`src/rtl/symfir_fe_pkg.sv`:
```
package symfir_fe_pkg;

  // Word-level control state of the serialiser
  typedef enum logic {
    ST_IDLE  = 1'b0,
    ST_SHIFT = 1'b1
  } fe_state_e;

  // Index of the mirror tap for a symmetric pair
  function automatic int unsigned pair_mate(int unsigned p, int unsigned taps);
    return taps - 1 - p;
  endfunction

endpackage

```
`src/rtl/symfir_fe_ctrl.sv`:
```
module symfir_fe_ctrl #(
  parameter int unsigned EXT_W = 17,
  localparam int unsigned IDX_W = $clog2(EXT_W)
) (
  input  logic             clk,
  input  logic             rst_n,
  input  logic             in_valid,
  input  logic             out_ready,
  output logic             in_ready,
  output logic             accept,
  output logic             bit_adv,
  output logic             busy,
  output logic [IDX_W-1:0] bit_idx,
  output logic             word_start,
  output logic             word_last
);
  import symfir_fe_pkg::*;

  localparam logic [IDX_W-1:0] LAST_IDX = IDX_W'(EXT_W - 1);

  fe_state_e state_q;

  assign busy       = (state_q == ST_SHIFT);
  assign word_start = busy && (bit_idx == '0);
  assign word_last  = busy && (bit_idx == LAST_IDX);
  assign bit_adv    = busy && out_ready;
  assign in_ready   = !busy || (bit_adv && word_last);
  assign accept     = in_valid && in_ready;

  always_ff @(posedge clk) begin
    if (!rst_n) begin
      state_q <= ST_IDLE;
      bit_idx <= '0;
    end else if (accept) begin
      state_q <= ST_SHIFT;
      bit_idx <= '0;
    end else if (bit_adv) begin
      if (word_last) begin
        state_q <= ST_IDLE;
        bit_idx <= '0;
      end else begin
        bit_idx <= bit_idx + 1'b1;
      end
    end
  end

  // position never leaves the word
  assert_idx_range_R4: assert property (@(posedge clk) disable iff (!rst_n)
    busy |-> (bit_idx <= LAST_IDX));

  // an accepted sample opens a word on the next cycle
  assert_start_after_accept_R9: assert property (@(posedge clk) disable iff (!rst_n)
    accept |=> word_start);

  // stalled output keeps its position
  assert_stall_hold_R7: assert property (@(posedge clk) disable iff (!rst_n)
    (busy && !out_ready) |=> (busy && $stable(bit_idx)));

  // no acceptance in the middle of a word
  assert_no_midword_accept_R6: assert property (@(posedge clk) disable iff (!rst_n)
    (busy && !word_last) |-> !in_ready);

endmodule

```
`src/rtl/symfir_fe_window.sv`:
```
module symfir_fe_window #(
  parameter int unsigned SAMPLE_W = 16,
  parameter int unsigned TAPS     = 32,
  localparam int unsigned EXT_W   = SAMPLE_W + 1
) (
  input  logic                clk,
  input  logic                rst_n,
  input  logic                accept,
  input  logic [SAMPLE_W-1:0] sample,
  output logic [EXT_W-1:0]    taps [TAPS]
);

  // Stage 0 is the current sample (serialiser source); 1..TAPS-1 is the delay line
  for (genvar k = 0; k < TAPS; k++) begin : g_stage
    always_ff @(posedge clk) begin
      if (!rst_n) begin
        taps[k] <= '0;
      end else if (accept) begin
        if (k == 0) begin
          taps[k] <= {sample[SAMPLE_W-1], sample};
        end else begin
          taps[k] <= taps[k-1];
        end
      end
    end
  end

  // window moves by exactly one stage per accept
  assert_shift_one_R5: assert property (@(posedge clk) disable iff (!rst_n)
    accept |=> (taps[TAPS-1] == $past(taps[TAPS-2])));

  // window is frozen between accepts
  assert_hold_window_R5: assert property (@(posedge clk) disable iff (!rst_n)
    !accept |=> $stable(taps[1]));

  // the stored current sample is sign-extended
  assert_sign_ext_R2: assert property (@(posedge clk) disable iff (!rst_n)
    taps[0][EXT_W-1] == taps[0][EXT_W-2]);

endmodule

```
`src/rtl/symfir_fe_pair_add.sv`:
```
module symfir_fe_pair_add (
  input  logic clk,
  input  logic rst_n,
  input  logic bit_a,
  input  logic bit_b,
  input  logic accept,
  input  logic bit_adv,
  input  logic word_start,
  input  logic word_last,
  output logic sum_bit
);

  logic carry_q;
  logic carry_d;

  assign sum_bit = bit_a ^ bit_b ^ carry_q;
  assign carry_d = (bit_a & bit_b) | (carry_q & (bit_a ^ bit_b));

  always_ff @(posedge clk) begin
    if (!rst_n) begin
      carry_q <= 1'b0;
    end else if (accept) begin
      carry_q <= 1'b0;
    end else if (bit_adv) begin
      carry_q <= word_last ? 1'b0 : carry_d;
    end
  end

  // each word begins with a cleared carry
  assert_carry_clear_R8: assert property (@(posedge clk) disable iff (!rst_n)
    word_start |-> !carry_q);

endmodule

```
`src/rtl/symfir_serial_front.sv`:
```
module symfir_serial_front #(
  parameter int unsigned SAMPLE_W = 16,
  parameter int unsigned TAPS     = 32,
  localparam int unsigned EXT_W   = SAMPLE_W + 1,
  localparam int unsigned PAIRS   = TAPS / 2,
  localparam int unsigned IDX_W   = $clog2(EXT_W)
) (
  input  logic                clk,
  input  logic                rst_n,
  input  logic                in_valid,
  output logic                in_ready,
  input  logic [SAMPLE_W-1:0] in_sample,
  output logic                out_valid,
  input  logic                out_ready,
  output logic [PAIRS-1:0]    out_addr,
  output logic                out_first,
  output logic                out_last
);
  import symfir_fe_pkg::*;

  logic             accept;
  logic             bit_adv;
  logic             busy;
  logic [IDX_W-1:0] bit_idx;
  logic             word_start;
  logic             word_last;
  logic [EXT_W-1:0] taps [TAPS];
  logic [PAIRS-1:0] sums;

  symfir_fe_ctrl #(.EXT_W(EXT_W)) u_ctrl (
    .clk        (clk),
    .rst_n      (rst_n),
    .in_valid   (in_valid),
    .out_ready  (out_ready),
    .in_ready   (in_ready),
    .accept     (accept),
    .bit_adv    (bit_adv),
    .busy       (busy),
    .bit_idx    (bit_idx),
    .word_start (word_start),
    .word_last  (word_last)
  );

  symfir_fe_window #(.SAMPLE_W(SAMPLE_W), .TAPS(TAPS)) u_window (
    .clk    (clk),
    .rst_n  (rst_n),
    .accept (accept),
    .sample (in_sample),
    .taps   (taps)
  );

  for (genvar p = 0; p < PAIRS; p++) begin : g_pair
    localparam int unsigned MATE = pair_mate(p, TAPS);
    symfir_fe_pair_add u_add (
      .clk        (clk),
      .rst_n      (rst_n),
      .bit_a      (taps[p][bit_idx]),
      .bit_b      (taps[MATE][bit_idx]),
      .accept     (accept),
      .bit_adv    (bit_adv),
      .word_start (word_start),
      .word_last  (word_last),
      .sum_bit    (sums[p])
    );
  end

  assign out_valid = busy;
  assign out_first = word_start;
  assign out_last  = word_last;
  assign out_addr  = busy ? sums : '0;

  // stalled address vector and flags are held at the port
  assert_addr_stable_R7: assert property (@(posedge clk) disable iff (!rst_n)
    (out_valid && !out_ready) |=> (out_valid && $stable(out_addr)
                                   && $stable(out_first) && $stable(out_last)));

  // first and last flags never coincide
  assert_flags_exclusive_R4: assert property (@(posedge clk) disable iff (!rst_n)
    !(out_first && out_last));

endmodule

```
`config.mk`:
```
export PLATFORM = sky130hd
export DESIGN_NAME = symfir_serial_front
export DESIGN_NICKNAME = d
export VERILOG_FILES = /design/src/rtl/symfir_fe_pkg.sv /design/src/rtl/symfir_fe_ctrl.sv /design/src/rtl/symfir_fe_window.sv /design/src/rtl/symfir_fe_pair_add.sv /design/src/rtl/symfir_serial_front.sv
export SDC_FILE = /design/constraint.sdc
export NUM_CORES = 1
export LEC_CHECK = 0
export ABC_AREA = 1
export BUFFER_PORTS_ARGS = -buffer_cell sky130_fd_sc_hd__buf_2
export CORE_ASPECT_RATIO = 0.75
export CORE_MARGIN = 2
export CORE_UTILIZATION = 40
export DETAILED_ROUTE_END_ITERATION = 16
export MAX_ROUTING_LAYER = met4
export PLACE_DENSITY = 0.65
export SYNTH_ARGS = -nofsm -noshare
export SYNTH_HDL_FRONTEND = slang
export SYNTH_HIERARCHICAL = 1
export SYNTH_SLANG_ARGS = --single-unit
```
`constraint.sdc`:
```
create_clock -name clk -period 2.95 [get_ports clk]
set_input_delay 0.295 -clock clk [delete_from_list [all_inputs] [get_ports clk]]
set_output_delay 0.295 -clock clk [all_outputs]
set_load 0.01 [all_outputs]
```
## Word-level counts from Yosys, hierarchy flattened

Index checks and enable logic that the tools add are counted.

- Bits in registers: 534
- Latch bits: 0
- RAM bits: 0
- Bits in read-only memories: 0
- Bits of input ports: 20
- Output and inout bits: 20
- Memories kept: 0

- Add/sub/neg operators: 1
- Multiply operators: 0
- Div/mod/pow operators: 0
- Magnitude comparators: 1
- Equality and inequality tests: 1
- Shift operators: 0
- Muxes and demuxes: 85
- Bitwise gates (word level): 81
- Reduce and logical (&&, ||, !) cells: 12

Operator list:

| operator | number |
|---|---|
| binary-select mux 1 bit (select 5 bit) | 32 |
| two-way mux 1 bit | 51 |
| AND 1 bit | 32 |
| XOR 1 bit | 32 |
| two-way mux 16 bit | 1 |
| bitwise OR 1 bit | 16 |
| less-than comparator 5 x 6 -> 1 bit (second input constant) | 1 |
| adder 5 x 1 -> 5 bit (second input constant) | 1 |
| equality test 5 bit (second input constant) | 1 |
| logical AND 1 bit | 5 |
| logical NOT 5 bit | 1 |
| two-way mux 5 bit | 1 |
| nonzero test 2 bit | 2 |
| AND reduction 2 bit | 1 |
| OR reduction 2 bit | 1 |
| logical NOT 1 bit | 1 |
| logical OR 1 bit | 1 |
| inverter 1 bit | 1 |

## Logic depth before layout (Yosys ltp)

- Depth in word-level cells: 7
- Gate-level depth with buffers: 13
- Gate-level depth less buffers: 11

## Hierarchy

The synthesis kept the hierarchy.

By module, submodules not included:

| module | instances | cells each | area an instance (µm²) | sequential area each (µm²) |
|---|---|---|---|---|
| symfir_fe_window | 1 | 3275 | 21042.7 | 10249.8 |
| symfir_serial_front | 1 | 1749 | 7133.1 | 0.0 |
| symfir_fe_pair_add | 16 | 11 | 77.6 | 20.0 |
| symfir_fe_ctrl | 1 | 54 | 367.9 | 120.1 |

## Least setup slack after synthesis

OpenSTA, ideal clock, no wires.

- Path type: register to output
- Start point: reg u_ctrl.bit_idx[2]
- End point: out out_addr[10]
- Data arrival time: 2007 ps
- Data required time: 2655 ps
- Path slack: 648 ps
- Stages on the path, launching flop included: 13
- Cells stage by stage: dfxtp_1 > buf_2 > inv_2 > nor2_1 > buf_2 > nand3_1 > nand2_1 > nor2_1 > nand2_1 > nand2_1 > fa_1 > nand2_1 > inv_1

- Longest elaborated chain between the ends: 5
- Elaborated cells on any way between the ends: 7
- Those cells by class: mux: 5; bitwise: 2

RTL lines:

| what | RTL line | text |
|---|---|---|
| from (decl) | symfir_fe_ctrl.sv:13 | `output logic [IDX_W-1:0] bit_idx,` |
| from (signal assigned) | symfir_fe_ctrl.sv:42 | `bit_idx <= bit_idx + 1'b1;` |
| binary-select mux 1 bit (select 5 bit) (on tied branches) | symfir_serial_front.sv:57, symfir_serial_front.sv:58 |  |
| two-way mux 1 bit (on tied branches) | symfir_serial_front.sv:57, symfir_serial_front.sv:58 |  |
| XOR 1 bit * (2 in a row) | symfir_fe_pair_add.sv:16 | `assign sum_bit = bit_a ^ bit_b ^ carry_q;` |
| named net sums[10] | symfir_serial_front.sv:28 | `logic [PAIRS-1:0] sums;` |
| two-way mux 16 bit * | symfir_serial_front.sv:70 | `assign out_addr = busy ? sums : '0;` |
| to (decl) | symfir_serial_front.sv:15 | `output logic [PAIRS-1:0] out_addr,` |

The timed path passes the listed nets; every way through them passes the cells marked *. The select of a mux whose other input is x is not followed.

## Worst setup path in the final report

- Start point: reg u_ctrl.bit_idx[0]
- End point: out out_addr[8]

The elaborated chain is that of the path after synthesis.

==> metrics.cfg <==
[sta]
maxSlewHeadroom=0.571
fmax_mhz=312
finalMaxSlewViolations=0
post-route-period-util=1.09
whs_ps=127
min_period_ps=3210
grt_setup_unrepaired=yes
fin_ws_ps=-257
finalSetupViolations=16
hold_violations=0
fin_skew_ps=11.8
tightest_slew_ps=642

[logic_synthesis]
netlist_top_cells_area=dfxtp_1 (36%), nand2_1 (22%), nor2_1 (15%)
synth_warnings=6
synth_edf_count=0
async_reset_ff_frac=0
synth_ff_type=dfxtp_1
synth_seq_area_share=0.359
synth_commonest_cells=nand2_1 (1755), nor2_1 (1178), inv_1 (1051)
synth_top_area_share=0.359
synth_cell_types=26
synth_cells=5254
ys_seq_elements=534
synthesis.nets=5292
synth.most_common_cell=nand2_1
synth_area_leader_cell=dfxtp_1
avgSynthCellArea_um2=5.67
netlist_area_um2=29800

[min_path]
hp-class=in2reg

[worst_setup_path]
required_ps=2650
critPathMaxFanout=8
end_kind=output port
arrival_ps=2910
crit_type=reg2out
startpoint_type=flop

[power_and_ir_drop]
vdd_drop_max_uv=533
power.leakage_nw=16.9
power_density_nw_per_um2=547

[status]
status=finished, violations left
violations=negative setup slack

[floorplanning]
core_area_um2=73600
die_w_um=319
die-area_um2=76700
rows=86
start_util=0.405
boundaryPins=40
die_h_um=240

[grt]
grt_max_degree=93
grt_usage=0.203
grt_pass1_wl_um=127000
antenna_found_initial=0
globalRoute.totalOverflow=0
grt_pass1_vias=25100

[layout]
area_delta_synth_final_pct=14.1
diodes=0
nets=5223
utilization=0.462
drive_gt1_frac=0.0744

[drt]
routedWlPerCell_um=12.3
vias=27500
drt_iter0_drc=2382
first_pass_iters=7
final_antenna_net_count=0
vias_per_cell=4.44
drc=0
drt_wl_total_um=76400

[placed_design]
dp_hpwl_um=46900
gp_congestion=0.827
port_buffers=39

[clock_network]
cts_sinks=534
insertion_delay_ps=620
cts_root_buffer=clkbuf_16
htree_levels=2
cts-buffers-inserted=55
cts_tree=done
clock_path_buffers=3
path_clk_slew_ps=60

[run]
maxCapViolCount=0

## timing repair
item	CTS	global route
hold endpoints to repair	17	0
resized for setup	106	52
buffers inserted	11	1
gates cloned	9	6
endpoints found under the setup margin	16	17
pin swaps	13	24
hold buffers	17	0
## state kept, by name, summed over array words and instances, names as in the netlist
name                  cells
u_ctrl/bit_idx            5
u_ctrl/busy               1
u_window/taps           512
g_pair.u_add/carry_q     16
## metrics by stage
step | total power [W] | setup WS, ps | instance area [um2] | setup TNS [ps] | std cells
global route | 0.0197 | -380 | 34000 | -5540 | 6193
global placement | 0.0112 | 192 | 30900 | 0 | 6053
CTS | 0.0187 | -269 | 33700 | -3530 | 6187
detailed placement | 0.0112 | 188 | 30900 | 0 | 6053
floorplan | 0.0105 | 648 | 29800 | 0 | 5254
finish | 0.0186 | -257 | 34000 | -2860 | 6193
## area by class of cell
| cell class | count | area (um2) |
|---|---|---|
| clock buffers | 80 | 1610 |
| inverters | 1055 | 4000 |
| fillers | 7786 | 39600 |
| clock inverters | 17 | 250 |
| well taps | 968 | 1210 |
| repair inverters | 1 | 11.3 |
| repair buffers | 185 | 2410 |
| flip-flops and latches | 534 | 10700 |
| multi-input cells | 3353 | 13800 |
## metal layers
layer | GRT usage | wire length (um) | share of wire
met5 | - | 0 | 0
met3 | 0.0276 | 4100 | 0.054
met2 | 0.309 | 31800 | 0.42
met4 | 0.0450 | 1370 | 0.018
met1 | 0.287 | 39100 | 0.51
## logic make-up after synthesis
family / after synthesis / synth area share
buffers and inverters: 1367 / 0.190
adder cells (fa/ha/maj): 18 / 0.0116
AO/OA/AOI/OAI: 50 / 0.00849
AND/OR/NAND/NOR: 3284 / 0.430
flip-flops: 534 / 0.359
XOR/XNOR: 1 / 0.000294
## report_power, final
part	leakage (nW)	total [W]	switching (W)	internal [W]
Clock	0.921	0.00730	0.00302	0.00429
Combinational	11.6	0.00305	0.00184	0.00121
Sequential	4.41	0.00822	0.000452	0.00776
## worst paths after layout
path	slack [ps]	start	to	depth (start not counted)
worst max-delay path	-260	u_ctrl/bit_idx[0]	out_addr[8]	13
worst min-delay path	130	rst_n	u_window/taps[49]	3
worst max register to register	220	u_ctrl/bit_idx[1]	u_window/taps[291]	13
worst min register to register	470	u_window/taps[11]	u_window/taps[11]	2
## critical path, stage by stage (launching register included)
cell     delay [ps]
dfxtp_4         480
buf_12          190
buf_12          130
nand2_1          70
nand3_2          70
nand2_1          60
nor2_2          170
nor2_4           70
nand2_1          70
nand2_2          60
fa_2            660
nand2_1          70
inv_1            70
buf_2           120
## placed cells by master (no fill, tap or decap), types with 2 or more instances in the layout
cell,count
a21oi_1,16
buf_12,46
buf_16,14
buf_2,36
buf_4,54
buf_6,8
bufbuf_16,3
bufinv_16,6
clkbuf_1,11
clkbuf_16,61
clkbuf_8,14
clkinv_2,7
dfxtp_1,530
dfxtp_2,2
dfxtp_4,2
dlygate4sd3_1,17
fa_1,13
fa_2,3
ha_1,2
inv_1,1048
inv_2,3
inv_6,3
inv_8,2
nand2_1,1706
nand2_2,52
nand2_4,2
nand3_1,308
nand3_2,16
nor2_1,1148
nor2_2,36
nor2_4,12
o21ai_0,30
o21ai_1,3
Note: power is estimated with default switching activity, not from simulation.
